## src/rtl/func_reg_pkg.sv

```systemverilog
package func_reg_pkg;

  localparam int OP_BITS  = 3;
  localparam int OP_COUNT = 1 << OP_BITS;

  // Operation codes; the numeric values are the external encoding of op_sel.
  typedef enum logic [OP_BITS-1:0] {
    OP_SHL  = 3'b000,
    OP_ROL  = 3'b001,
    OP_SHR  = 3'b010,
    OP_ROR  = 3'b011,
    OP_HOLD = 3'b100,
    OP_LOAD = 3'b101,
    OP_INV  = 3'b110,
    OP_ONES = 3'b111
  } op_e;

endpackage

```

## src/rtl/func_reg_decode.sv

```systemverilog
module func_reg_decode
  import func_reg_pkg::*;
(
  input  logic [OP_BITS-1:0]  op_sel,
  output logic [OP_COUNT-1:0] op_onehot
);

  // One select line per operation code.
  for (genvar o = 0; o < OP_COUNT; o++) begin : g_dec
    assign op_onehot[o] = (op_sel == OP_BITS'(o));
  end

endmodule

```

## src/rtl/func_reg_candidates.sv

```systemverilog
module func_reg_candidates
  import func_reg_pkg::*;
#(
  parameter int W = 4
) (
  input  logic [W-1:0]                cur_word,
  input  logic [W-1:0]                load_word,
  input  logic                        fill_lo,
  input  logic                        fill_hi,
  output logic [OP_COUNT-1:0][W-1:0]  cand_words
);

  localparam int TOP = W - 1;

  function automatic logic [W-1:0] f_shift_left(input logic [W-1:0] v, input logic fin);
    return {v[TOP-1:0], fin};
  endfunction

  function automatic logic [W-1:0] f_shift_right(input logic [W-1:0] v, input logic fin);
    return {fin, v[TOP:1]};
  endfunction

  function automatic logic [W-1:0] f_rotate_left(input logic [W-1:0] v);
    return f_shift_left(v, v[TOP]);
  endfunction

  function automatic logic [W-1:0] f_rotate_right(input logic [W-1:0] v);
    return f_shift_right(v, v[0]);
  endfunction

  // Named candidate wires, one per operation.
  logic [W-1:0] shl_word, rol_word, shr_word, ror_word;
  logic [W-1:0] hold_word, load_cand, inv_word, ones_word;

  assign shl_word  = f_shift_left(cur_word, fill_lo);
  assign rol_word  = f_rotate_left(cur_word);
  assign shr_word  = f_shift_right(cur_word, fill_hi);
  assign ror_word  = f_rotate_right(cur_word);
  assign hold_word = cur_word;
  assign load_cand = load_word;
  assign inv_word  = ~cur_word;
  assign ones_word = '1;

  assign cand_words[int'(OP_SHL)]  = shl_word;
  assign cand_words[int'(OP_ROL)]  = rol_word;
  assign cand_words[int'(OP_SHR)]  = shr_word;
  assign cand_words[int'(OP_ROR)]  = ror_word;
  assign cand_words[int'(OP_HOLD)] = hold_word;
  assign cand_words[int'(OP_LOAD)] = load_cand;
  assign cand_words[int'(OP_INV)]  = inv_word;
  assign cand_words[int'(OP_ONES)] = ones_word;

endmodule

```

## src/rtl/func_reg_select.sv

```systemverilog
module func_reg_select
  import func_reg_pkg::*;
#(
  parameter int W = 4
) (
  input  logic [OP_COUNT-1:0][W-1:0] cand_words,
  input  logic [OP_COUNT-1:0]        op_onehot,
  output logic [W-1:0]               next_word
);

  // AND-OR selection per bit: one gate level of depth regardless of code.
  for (genvar b = 0; b < W; b++) begin : g_bit
    logic [OP_COUNT-1:0] column;
    for (genvar o = 0; o < OP_COUNT; o++) begin : g_op
      assign column[o] = cand_words[o][b];
    end
    assign next_word[b] = |(column & op_onehot);
  end

endmodule

```

## src/rtl/func_reg.sv

```systemverilog
module func_reg
  import func_reg_pkg::*;
#(
  parameter int W = 4
) (
  input  logic                clk,
  input  logic                rst,
  input  logic [OP_BITS-1:0]  op_sel,
  input  logic [W-1:0]        load_word,
  input  logic                fill_lo,
  input  logic                fill_hi,
  output logic [W-1:0]        out_word
);

  localparam int TOP = W - 1;

  logic [OP_COUNT-1:0]        op_onehot;
  logic [OP_COUNT-1:0][W-1:0] cand_words;
  logic [W-1:0]               next_word;
  logic [W-1:0]               state_q;

  func_reg_decode u_decode (
    .op_sel    (op_sel),
    .op_onehot (op_onehot)
  );

  func_reg_candidates #(.W(W)) u_cand (
    .cur_word   (state_q),
    .load_word  (load_word),
    .fill_lo    (fill_lo),
    .fill_hi    (fill_hi),
    .cand_words (cand_words)
  );

  func_reg_select #(.W(W)) u_sel (
    .cand_words (cand_words),
    .op_onehot  (op_onehot),
    .next_word  (next_word)
  );

  always_ff @(posedge clk) begin
    if (rst) state_q <= '0;
    else     state_q <= next_word;
  end

  assign out_word = state_q;

  // Assertions next to the state they guard.
  assert_reset_R1: assert property (@(posedge clk) rst |=> (state_q == '0));

  assert_one_op_R10: assert property (@(posedge clk) disable iff (rst)
    $countones(op_onehot) == 1);

  assert_shl_R2: assert property (@(posedge clk) disable iff (rst)
    (op_sel == OP_SHL) |=> (state_q[0] == $past(fill_lo)) &&
                           (state_q[TOP:1] == $past(state_q[TOP-1:0])));

  assert_rol_R3: assert property (@(posedge clk) disable iff (rst)
    (op_sel == OP_ROL) |=> (state_q[0] == $past(state_q[TOP])) &&
                           (state_q[TOP:1] == $past(state_q[TOP-1:0])));

  assert_shr_R4: assert property (@(posedge clk) disable iff (rst)
    (op_sel == OP_SHR) |=> (state_q[TOP] == $past(fill_hi)) &&
                           (state_q[TOP-1:0] == $past(state_q[TOP:1])));

  assert_ror_R5: assert property (@(posedge clk) disable iff (rst)
    (op_sel == OP_ROR) |=> (state_q[TOP] == $past(state_q[0])) &&
                           (state_q[TOP-1:0] == $past(state_q[TOP:1])));

  assert_hold_R6: assert property (@(posedge clk) disable iff (rst)
    (op_sel == OP_HOLD) |=> $stable(state_q));

  assert_load_R7: assert property (@(posedge clk) disable iff (rst)
    (op_sel == OP_LOAD) |=> (state_q == $past(load_word)));

  assert_inv_R8: assert property (@(posedge clk) disable iff (rst)
    (op_sel == OP_INV) |=> ((state_q ^ $past(state_q)) == {W{1'b1}}));

  assert_ones_R9: assert property (@(posedge clk) disable iff (rst)
    (op_sel == OP_ONES) |=> (&state_q));

endmodule

```

## config.mk

```make
export PLATFORM = sky130hd
export DESIGN_NAME = func_reg
export DESIGN_NICKNAME = d
export VERILOG_FILES = /design/src/rtl/func_reg_pkg.sv /design/src/rtl/func_reg_decode.sv /design/src/rtl/func_reg_candidates.sv /design/src/rtl/func_reg_select.sv /design/src/rtl/func_reg.sv
export SDC_FILE = /design/constraint.sdc
export NUM_CORES = 1
export LEC_CHECK = 0
export BUFFER_PORTS_ARGS = -buffer_cell sky130_fd_sc_hd__buf_2
export CORE_UTILIZATION = 30
export CTS_BUF_LIST = sky130_fd_sc_hd__clkbuf_8
export CTS_CLUSTER_SIZE = 12
export DETAILED_ROUTE_END_ITERATION = 6
export GPL_TIMING_DRIVEN = 0
export PLACE_DENSITY = 0.64
export SYNTH_ARGS = -nofsm -noshare
export SYNTH_HDL_FRONTEND = slang
export SYNTH_HIERARCHICAL = 1
export SYNTH_SLANG_ARGS = --single-unit
```

## constraint.sdc

```tcl
create_clock -name clk -period 0.9 [get_ports clk]
set_input_delay 0.045 -clock clk [delete_from_list [all_inputs] [get_ports clk]]
set_output_delay 0.045 -clock clk [all_outputs]
set_load 0.01 [all_outputs]
```

# [Yosys cells after proc, flatten, opt, wreduce, memory -nomap -nowiden]
# Cells that the tools add are included.
[op_classes] eq_ne=7 bitwise=5 reduce_logical=5 n_div=0 add_sub_neg=0 order_cmp=0 mul=0 n_shift=0 mux=0
[op_table] operator="8-bit bitwise AND" n=4
[op_table] operator="8-bit OR reduction" n=4
[op_table] operator="3-bit equality test (second input constant)" n=4
[op_table] operator="3-bit by 2-bit equality test with 1-bit output (second input constant)" n=2
[op_table] operator="4-bit NOT" n=1
[op_table] operator="3-bit by 1-bit equality test with 1-bit output (second input constant)" n=1
[op_table] operator="3-bit zero test" n=1
[word_totals] latchBits=0 inputBits=11 n_memories=0 ram_bits=0 rom_bits=0 ff_bits=4

# [Logic depth before layout (Yosys ltp)]
[logic_depth] depth_word=3 mapped_depth=4 ltp_nobuf=4

# [Modules after synthesis]
# Netlist, hierarchy kept.
[by_module_without_submodules] mod="func_reg_candidates" area_each_um2=229.0 instances=1 seq_area_each_um2=0.0 cells_per_inst=33
[by_module_without_submodules] mod="func_reg_select" area_each_um2=145.1 instances=1 seq_area_each_um2=0.0 cells_per_inst=20
[by_module_without_submodules] mod="func_reg" area_each_um2=105.1 instances=1 seq_area_each_um2=80.1 cells_per_inst=8
[by_module_without_submodules] mod="func_reg_decode" area_each_um2=65.1 instances=1 seq_area_each_um2=0.0 cells_per_inst=8

# [Worst setup path before layout]
# OpenSTA, ideal clock, no wires.
[synth_timing] path_kind="register to register" startpoint="reg state_q[2] (netlist: out_word[2])" endpoint="reg state_q[1] (netlist: out_word[1])" stages_incl_launch_ff=5 t_required_ns=0.786 setup_slack_ns=-0.099 setup_ns=0.114 arrival_ns=0.886 path_cell_list="dfxtp_1 buf_4 a22oi_1 nand4_1 nor2b_1"
[synth_between] elab_chain_len=2
[synth_lines] element="start: declaration" line="func_reg.sv:20" rtl="logic [W-1:0] state_q;"
[synth_lines] element="start signal: assignment" line="func_reg.sv:43" rtl="else state_q <= next_word;"
[synth_lines] element="8-bit bitwise AND" line="func_reg_select.sv:17" rtl="assign next_word[b] = |(column & op_onehot);"
[synth_lines] element="8-bit OR reduction" line="func_reg_select.sv:17"
[synth_lines] element="named net next_word[1]" line="func_reg.sv:19" rtl="logic [W-1:0] next_word;"
# The timed path passes the listed nets, and every way through them passes these cells.
# A chain may end at the register's enable or synchronous reset.

# [Worst setup path after layout]
[layout_timing] startpoint="reg state_q[3] (netlist: out_word[3])" endpoint="reg state_q[3] (netlist: out_word[3])"
[layout_between] elab_chain_len=3
[layout_lines] element="4-bit NOT" line="func_reg_candidates.sv:41" rtl="assign inv_word = ~cur_word;"
[layout_lines] element="8-bit bitwise AND *" line="func_reg_select.sv:17"
[layout_lines] element="8-bit OR reduction *" line="func_reg_select.sv:17"
[layout_lines] element="named net next_word[3]" line="func_reg.sv:19"
# Mark *: on every way through the listed nets, which the timed path passes. The rest lies on a longest branch.

==> results.sh <==
export IMPL_outcome="finished, violations left"
export IMPL_violations="design-rule violations, negative setup slack"
export IMPL_totalWireLength_microns=1220
export IMPL_worst_pin_slew_ns=0.504
export IMPL_antenna_left=0
export IMPL_gp_congestion=0.797
export IMPL_remaining_drc_errors=1
export IMPL_grt_pass1_vias=428
export IMPL_start_util_pct=31.9
export IMPL_crit_fanout=6
export IMPL_synth_most_common_cell="buf_4"
export IMPL_r2r_slack_ns=-0.10
export IMPL_cp_arrival_ns=1.11
export IMPL_reg2reg_to="out_word[3]"
export IMPL_fp_dieH_microns=44.6
export IMPL_stdcell_count=108
export IMPL_setup_tns_ns=-0.309
export IMPL_cts_tree="yes"
export IMPL_critPathCaptureType="flop"
export IMPL_synth_area_leader_cell="buf_4"
export IMPL_largest_reg_flops=4
export IMPL_post_place_cells=105
export IMPL_cts_sinks=4
export IMPL_clock_latency_ns=0.21
export IMPL_via_count=472
export IMPL_grt_overflow=0
export IMPL_routedWlPerCell_microns=11.3
export IMPL_cts_htree_levels=1
export IMPL_antenna_cells=0
export IMPL_postCtsSetupRepairBufs=0
export IMPL_finClkSkew_ns=0.000477
export IMPL_rows=15
export IMPL_critPathCapture="out_word[3]"
export IMPL_cts_root_buf="clkbuf_8"
export IMPL_drt_pass1_iter_count=5
export IMPL_async_flop_share_pct=0
export IMPL_io_buffers=8
export IMPL_io_pins=15
export IMPL_grt_usage_pct=14.0
export IMPL_setup_slack_ns=-0.102
export IMPL_synth_edf_count=0
export IMPL_avgSynthCellArea_sq_um=7.89
export IMPL_criticalPathCategory="reg2reg"
export IMPL_grt_max_degree=9
export IMPL_crit_start="out_word[3]"
export IMPL_drive_gt1_share_pct=79.5
export IMPL_crit_path_start_kind="flop"
export IMPL_maxCapViolations=0
export IMPL_postLayoutCoreUtil_pct=47.5
export IMPL_reg2reg_depth=4
export IMPL_vias_per_cell=4.37
export IMPL_hold_viol=0
export IMPL_rsz0062_at_grt="yes"
export IMPL_hold_buffers=0
export IMPL_coreArea_sq_mm=0.00171
export IMPL_seq_area_frac_synth_pct=14.7
export IMPL_dieArea_sq_mm=0.00199
export IMPL_synth_cells=69
export IMPL_ys_top_cells_by_area="buf_4 (39%), a22oi_1 (22%), dfxtp_1 (15%)"
export IMPL_syn_area_sq_um=544
export IMPL_final_net_count=96
export IMPL_final_setup_viol_count=4
export IMPL_leakagePower_nw=0.342
export IMPL_maxSlewHeadroom_pct=66.2
export IMPL_maxSlewViolCount=0
export IMPL_stdcell_area_sq_um=812
export IMPL_p_per_area_mw_per_mm2=1130
export IMPL_dr_first_iter_drc_count=5
export IMPL_cp_required_ns=1.00
export IMPL_grt_pass1_wl_microns=1970
export IMPL_cts_max_path_buffers=2
export IMPL_area_growth_pct=49.2
export IMPL_synth_commonest_cells="buf_4 (28), a22oi_1 (16)"
export IMPL_numCtsBuffers=3
export IMPL_antenna_found_initial=0
export IMPL_cts_clk_slew_worst_paths_ns=0.03
export IMPL_ys_flop_type="dfxtp_1"
export IMPL_period_share_pct=111
export IMPL_ir_drop_mv=0.520
export IMPL_power_uw=915
export IMPL_fmax_mhz=998
export IMPL_post_route_min_period_ns=1.00
export IMPL_hp_class="in2reg"
export IMPL_yosysWarnings=6
export IMPL_postPlaceCellArea_sq_um=702
export IMPL_r2r_start="out_word[3]"
export IMPL_hpwl_microns=885
export IMPL_synth_top_cell_area_share_pct=38.6
export IMPL_synth_cell_types=11
export IMPL_synth_seq_cells=4
export IMPL_die_w_microns=44.6
-- cell families after synthesis --
kind of cell    synth area share [%]
compound gates                  22.1
other cells                    0.689
flops                           14.7
buf+inv                         41.4
simple gates                    21.1
-- cell usage in the layout (no fill, tap or decap) --
cell / Yosys / layout
buf_6: 0 / 9
a22oi_1: 16 / 1
and3_2: 1 / 1
nor3b_2: 0 / 3
nor3_2: 0 / 1
and3b_2: 3 / 3
buf_4: 28 / 19
conb_1: 1 / 4
clkbuf_8: 0 / 3
buf_2: 0 / 8
a22oi_2: 0 / 15
inv_1: 4 / 4
nor2b_1: 4 / 4
nand4_1: 4 / 4
dfxtp_4: 0 / 4
-- worst max-delay path, cell delays in order, from the launching register on --
cell and delay, ns:
dfxtp_4 0.36, buf_6 0.11, a22oi_2 0.16, nand4_1 0.12
nor2b_1 0.14
-- cell type report --
| cell class | instances | area, sq um |
|---|---|---|
| tap | 25 | 31.3 |
| multi-input combinational | 36 | 345 |
| clock buffer | 3 | 41.3 |
| fill | 172 | 896 |
| timing repair buffer | 8 | 40.0 |
| inverter | 4 | 15.0 |
| buffer | 28 | 244 |
| sequential | 4 | 95.1 |
-- how the worst min path moves through the flow --
stage / from / to / slack (ns) / cells after the start
after CTS: rst / out_word[1] / 0.03 / 2
after floorplan: rst / out_word[0] / 0.11 / 1
final: rst / out_word[0] / 0.04 / 2
after global placement: rst / out_word[2] / 0.25 / 2
after global routing: rst / out_word[0] / 0.05 / 2
after detailed placement: rst / out_word[1] / 0.25 / 2
-- per-layer routing --
layer | routed length [microns] | share of wire [%] | GRT usage (%) | up-vias
met3 | 15 | 1.2 | 2.45 | 0
met4 | 0 | 0 | 5.45 | 0
li1 | - | - | - | 246
met5 | 0 | 0 | 0 | -
met1 | 585 | 48 | 18.4 | 219
met2 | 616 | 51 | 22.6 | 7
-- stage by stage --
stage | setup WS, ns | hold WS (ns)
after floorplan | -0.0393 | 0.107
after global placement | -0.365 | 0.249
after detailed placement | -0.351 | 0.251
after CTS | -0.0952 | 0.0278
after global routing | -0.153 | 0.0457
final | -0.102 | 0.0417
-- where the power goes --
| part | switching (mW) | internal, mW |
|---|---|---|
| clock network | 0.0897 | 0.285 |
| registers | 0.0350 | 0.194 |
| logic | 0.115 | 0.197 |
| total | 0.239 | 0.676 |
-- repair_timing --
action                                  CTS  global route
hold endpoints to repair                  0             0
endpoints found under the setup margin    4             4
pin swaps                                 5             6
gates resized for setup                  10             4
(Power assumes the default switching activity.)
